<file path="config.mk">
export PLATFORM = sky130hd
export DESIGN_NAME = irq_take_arb
export DESIGN_NICKNAME = d
export VERILOG_FILES = /design/src/rtl/irq_take_pkg.sv /design/src/rtl/irq_level_gate.sv /design/src/rtl/irq_rank_pick.sv /design/src/rtl/irq_take_arb.sv
export SDC_FILE = /design/constraint.sdc
export NUM_CORES = 1
export LEC_CHECK = 0
export ABC_CLOCK_PERIOD_IN_PS = 2600
export BUFFER_PORTS_ARGS = -buffer_cell sky130_fd_sc_hd__buf_4
export CAP_MARGIN = 20
export CORE_MARGIN = 2
export CORE_UTILIZATION = 35
export DETAILED_ROUTE_END_ITERATION = 6
export PLACE_DENSITY = 0.75
export SLEW_MARGIN = 25
export SYNTH_ARGS = -nofsm -noshare
export SYNTH_HDL_FRONTEND = slang
export SYNTH_SLANG_ARGS = --single-unit
</file>
<file path="constraint.sdc">
create_clock -name clk -period 2.6 [get_ports clk]
set_clock_uncertainty 0.15 [all_clocks]
set_input_delay 0.78 -clock clk [delete_from_list [all_inputs] [get_ports clk]]
set_output_delay 0.78 -clock clk [all_outputs]
set_load 0.02 [all_outputs]
</file>
<file path="src/rtl/irq_take_pkg.sv">
package irq_take_pkg;

    typedef enum logic [1:0] {
        LVL_USER = 2'b00,
        LVL_SUPV = 2'b01,
        LVL_RSVD = 2'b10,
        LVL_MACH = 2'b11
    } priv_lvl_e;

    typedef struct packed {
        logic mach_on;
        logic supv_on;
    } gate_t;

    typedef struct packed {
        logic      hit;
        priv_lvl_e level;
    } route_t;

    localparam int NUM_FIXED = 6;

    // Map the raw level input to the effective level; reserved acts as machine.
    function automatic priv_lvl_e norm_level(input logic [1:0] raw);
        priv_lvl_e lv;
        if (raw == 2'b10) lv = LVL_MACH;
        else              lv = priv_lvl_e'(raw);
        return lv;
    endfunction

    // Fixed head of the rank list: ext, soft, timer for machine flavour, then supervisor flavour.
    function automatic int fixed_cause(input int r);
        int c;
        case (r)
            0: c = 11;
            1: c = 3;
            2: c = 7;
            3: c = 9;
            4: c = 1;
            default: c = 5;
        endcase
        return c;
    endfunction

    function automatic bit is_fixed(input int c);
        bit f;
        f = 1'b0;
        for (int k = 0; k < NUM_FIXED; k++)
            if (fixed_cause(k) == c) f = 1'b1;
        return f;
    endfunction

    // Cause number that sits at rank r (0 = highest priority) for n causes.
    function automatic int cause_at_rank(input int r, input int n);
        int cnt;
        int res;
        res = 0;
        if (r < NUM_FIXED) begin
            res = fixed_cause(r);
        end else begin
            cnt = NUM_FIXED;
            for (int c = n - 1; c >= 0; c--) begin
                if (!is_fixed(c)) begin
                    if (cnt == r) res = c;
                    cnt++;
                end
            end
        end
        return res;
    endfunction

endpackage

</file>
<file path="src/rtl/irq_level_gate.sv">
module irq_level_gate
    import irq_take_pkg::*;
(
    input  priv_lvl_e level_i,
    input  logic      mie_i,
    input  logic      sie_i,
    output gate_t     gate_o
);
    // Higher target: always open; same target: own enable; lower target: closed.
    always_comb begin
        gate_o = '0;
        unique case (level_i)
            LVL_USER: begin
                gate_o.mach_on = 1'b1;
                gate_o.supv_on = 1'b1;
            end
            LVL_SUPV: begin
                gate_o.mach_on = 1'b1;
                gate_o.supv_on = sie_i;
            end
            default: begin
                gate_o.mach_on = mie_i;
                gate_o.supv_on = 1'b0;
            end
        endcase
    end
endmodule

</file>
<file path="src/rtl/irq_rank_pick.sv">
module irq_rank_pick
    import irq_take_pkg::*;
#(
    parameter int NCAUSE = 16,
    localparam int CW = $clog2(NCAUSE)
) (
    input  logic [NCAUSE-1:0] cand_i,
    output logic              hit_o,
    output logic [CW-1:0]     idx_o
);
    logic [NCAUSE-1:0] ranked;
    logic [CW-1:0]     rank_cause [NCAUSE];

    for (genvar r = 0; r < NCAUSE; r++) begin : g_rank
        localparam int CAUSE = cause_at_rank(r, NCAUSE);
        assign ranked[r]     = cand_i[CAUSE];
        assign rank_cause[r] = CW'(CAUSE);
    end

    // Scan from lowest rank upward so the best rank is written last.
    always_comb begin
        hit_o = 1'b0;
        idx_o = '0;
        for (int r = NCAUSE - 1; r >= 0; r--) begin
            if (ranked[r]) begin
                hit_o = 1'b1;
                idx_o = rank_cause[r];
            end
        end
    end
endmodule

</file>
<file path="src/rtl/irq_take_arb.sv">
module irq_take_arb
    import irq_take_pkg::*;
#(
    parameter int NCAUSE = 16,
    localparam int CW = $clog2(NCAUSE)
) (
    input  logic              clk,
    input  logic              rst,
    input  logic [1:0]        mode_i,
    input  logic              mie_i,
    input  logic              sie_i,
    input  logic [NCAUSE-1:0] pend_i,
    input  logic [NCAUSE-1:0] en_i,
    input  logic [NCAUSE-1:0] deleg_i,
    output logic              take_o,
    output logic [1:0]        target_o,
    output logic [CW-1:0]     cause_o
);
    priv_lvl_e         cur_lvl;
    gate_t             gate;
    logic [NCAUSE-1:0] live;
    logic [NCAUSE-1:0] mach_cand;
    logic [NCAUSE-1:0] supv_cand;
    logic              mach_hit;
    logic              supv_hit;
    logic [CW-1:0]     mach_idx;
    logic [CW-1:0]     supv_idx;
    route_t            route_d;
    logic [CW-1:0]     cause_d;
    logic              armed;

    assign cur_lvl   = norm_level(mode_i);
    assign live      = pend_i & en_i;
    assign mach_cand = live & ~deleg_i;
    assign supv_cand = live & deleg_i;

    irq_level_gate u_gate (
        .level_i (cur_lvl),
        .mie_i   (mie_i),
        .sie_i   (sie_i),
        .gate_o  (gate)
    );

    irq_rank_pick #(.NCAUSE(NCAUSE)) u_pick_m (
        .cand_i (mach_cand),
        .hit_o  (mach_hit),
        .idx_o  (mach_idx)
    );

    irq_rank_pick #(.NCAUSE(NCAUSE)) u_pick_s (
        .cand_i (supv_cand),
        .hit_o  (supv_hit),
        .idx_o  (supv_idx)
    );

    // Machine-targeted winner first, supervisor second.
    always_comb begin
        route_d = '{hit: 1'b0, level: LVL_USER};
        cause_d = '0;
        if (mach_hit && gate.mach_on) begin
            route_d = '{hit: 1'b1, level: LVL_MACH};
            cause_d = mach_idx;
        end else if (supv_hit && gate.supv_on) begin
            route_d = '{hit: 1'b1, level: LVL_SUPV};
            cause_d = supv_idx;
        end
    end

    always_ff @(posedge clk) begin
        if (rst) begin
            take_o   <= 1'b0;
            target_o <= 2'b00;
            cause_o  <= '0;
            armed    <= 1'b0;
        end else begin
            take_o   <= route_d.hit;
            target_o <= route_d.level;
            cause_o  <= cause_d;
            armed    <= 1'b1;
        end
    end

    AST_RST_IDLE: assert property (@(posedge clk) rst |=> (!take_o && target_o == 2'b00));

    AST_IDLE_ZERO: assert property (@(posedge clk) disable iff (rst)
        !take_o |-> (target_o == 2'b00 && cause_o == '0));

    AST_CAUSE_LIVE: assert property (@(posedge clk) disable iff (rst)
        (armed && take_o) |-> ((($past(pend_i & en_i) >> cause_o) & 1) == 1));

    AST_TARGET_DELEG: assert property (@(posedge clk) disable iff (rst)
        (armed && take_o) |-> ((target_o == 2'b01) == ((($past(deleg_i) >> cause_o) & 1) == 1)));

    AST_NO_LOWER: assert property (@(posedge clk) disable iff (rst)
        (armed && take_o && $past(mode_i[1])) |-> target_o == 2'b11);

    AST_HIGHER_ON: assert property (@(posedge clk) disable iff (rst)
        (armed && $past(mode_i == 2'b00 && (pend_i & en_i & ~deleg_i) != '0))
        |-> (take_o && target_o == 2'b11));

    AST_OWN_GATE: assert property (@(posedge clk) disable iff (rst)
        (armed && $past(mode_i == 2'b01 && !sie_i)) |-> !(take_o && target_o == 2'b01));

endmodule

</file>
==> flow_summary.json <==
{
  "max_freq_ghz": 0.449,
  "synthAdderAreaFrac_pct": 0,
  "dieArea_sq_um": 2390,
  "seq_area_frac_synth_pct": 17.1,
  "synthesis.area_sq_um": 704,
  "drtIter0Drc": 17,
  "antenna-diode-count": 0,
  "hold_path_class": "primary input to flop",
  "antenna_left": 0,
  "cts_tree": "done",
  "setup_viol": 0,
  "synth_top_family_by_area": "simple AND/OR/NAND/NOR gates",
  "rows": 16,
  "finalHoldViolCount": 0,
  "cap_violations": 0,
  "ios": 61,
  "yosys.area_share.xor_xnor_pct": 0,
  "start_util_pct": 36.7,
  "cts-root-buf": "clkbuf_4",
  "relSlewSlack_pct": 61.4,
  "ctsHtreeMaxLevel": 1,
  "synth_area_leaders": "dfxtp_1 (17%), nand3_1 (13%), nand2_1 (8.5%)",
  "end_kind": "flop",
  "cts_resized": 0,
  "crit_start": "en_i[10]",
  "viasPerCell": 5.38,
  "grt_pass1_wl_mm": 4.03,
  "syn-num-nets": 158,
  "synth.distinct_cells": 34,
  "tightest_slew_ns": 0.572,
  "worstPathMaxFanout": 6,
  "ir_drop_v": 0.000166,
  "muxShareOfSynthArea_pct": 0,
  "wirelength_mm": 2.25,
  "critical_path_arrival_ns": 2.20,
  "antenna_found_initial": 0,
  "drive_gt1_share_pct": 41.6,
  "hold_buffers": 0,
  "synthSimpleGateAreaFrac_pct": 48.3,
  "grt_usage_pct": 20.8,
  "worstPathRequired_ns": 2.57,
  "grt_max_degree": 7,
  "outcome": "finished clean",
  "finalCriticalPeriod_ns": 2.23,
  "synth_top_area_share_pct": 17.1,
  "drt_pass1_iterations": 4,
  "min_from": "mode_i[1]",
  "total_power_uw": 389,
  "place.gp.congestion": 0.811,
  "die_w_um": 48.9,
  "synth-edff-count": 0,
  "worst-setup-path-type": "primary input to flop",
  "drc": 0,
  "clock_sinks": 6,
  "fp.coreArea_sq_um": 1920,
  "syn_inst": 104,
  "area_growth_pct": 70.9,
  "async_flop_share_pct": 0,
  "final_nets": 222,
  "path_clk_slew_ns": 0.04,
  "synth-seq-cells": 6,
  "syn_area_per_cell_sq_um": 6.77,
  "cts_buffers": 3,
  "io_buffer_count": 60,
  "fin_tns_setup_ns": 0,
  "power.density_nw_per_um2": 324,
  "dp_cells": 190,
  "yosys_warnings": 0,
  "grt_pass1_vias": 1039,
  "hpwl_mm": 2.05,
  "post_cts_buffers": 0,
  "gr-total-overflow": 0,
  "wire_per_inst_um": 11.6,
  "cts_buffer_depth": 2,
  "rsz0062_at_grt": "false",
  "slew_violations": 0,
  "synth_top_area_cell": "dfxtp_1",
  "synth_ff_type": "dfxtp_1",
  "die_y_um": 48.9,
  "synth_compound_area_share_pct": 31.4,
  "final_cells": 193,
  "cp-start-kind": "primary input",
  "utilization_pct": 62.6,
  "vias": 1039,
  "leakage_uw": 0.000603,
  "fin_crit_sh_pct": 85.6
}
[cells in the final DEF, fill, tap and decap left out, drive strengths merged, types with 2 or more instances in the layout]
cell type / n
a211oi: 2
a21oi: 5
a31oi: 2
and3: 3
and3b: 4
buf: 60
clkbuf: 3
dfxtp: 6
inv: 4
nand2: 16
nand3: 20
nand3b: 3
nand4: 2
nor2: 7
o21ai: 4
o22ai: 7
[sequential cells by signal (all words and copies together), names as in the netlist]
signal / cells
target_o: 2
cause_o: 4
[stage by stage]
step                worst slack [ns]  cell area, sq um  hold slack, ns
global route                   0.238              1200           0.703
detailed placement             0.115              1180           0.934
global placement               0.157              1180           0.944
finish                         0.374              1200           0.678
floorplan                      0.321               704           0.818
CTS                            0.367              1200           0.675
[final timing paths]
kind,to,slack [ns],cells past startpoint
setup / recovery,cause_o[3],0.37,6
hold / removal,target_o[0],0.68,4
[metal layers]
| layer | global-route usage [%] | vias to the layer above | part of all wire (%) |
|---|---|---|---|
| met4 | 9.05 | 0 | 1.6 |
| li1 | - | 531 | - |
| met5 | 0 | - | 0 |
| met2 | 36.8 | 37 | 50 |
| met3 | 3.07 | 5 | 5.9 |
| met1 | 24.8 | 466 | 42 |
[kinds of logic (layout without fill, tap and decap cells)]
| family | count (synthesis) | after routing |
|---|---|---|
| simple gates | 61 | 61 |
| buf+inv | 5 | 67 |
| flops | 6 | 6 |
| compound gates | 32 | 32 |
[cells in the mapped netlist, types with 2 or more instances]
cell type,n
inv_1,4
nand4_1,2
nand3_1,19
and3_1,3
and3b_1,4
a31oi_1,2
nand2_1,16
dfxtp_1,6
o22ai_1,7
a21oi_1,5
a211oi_1,2
nor2_1,7
nand3b_1,3
o21ai_0,4
[cell type report]
class	count	area [sq um]
multi-input combinational	93	562
fill	197	718
inverter	4	15.0
clock buffer	3	22.5
timing repair buffer	60	450
sequential	6	120
tap	27	33.8
[critical path: stages]
cell,delay [ns]
buf_4,0.11
and3b_1,0.20
or4_4,0.56
nor4b_4,0.26
a211o_2,0.20
o22ai_1,0.09
[power breakdown]
| group | leakage (uW) | switching (uW) | internal, uW | total, uW |
|---|---|---|---|---|
| sequential | 0.0000499 | 2.58 | 102 | 105 |
| clock | 0.0000138 | 30.5 | 52.0 | 82.5 |
| combinational | 0.000540 | 91.9 | 110 | 202 |
(Power assumes the default switching activity.)
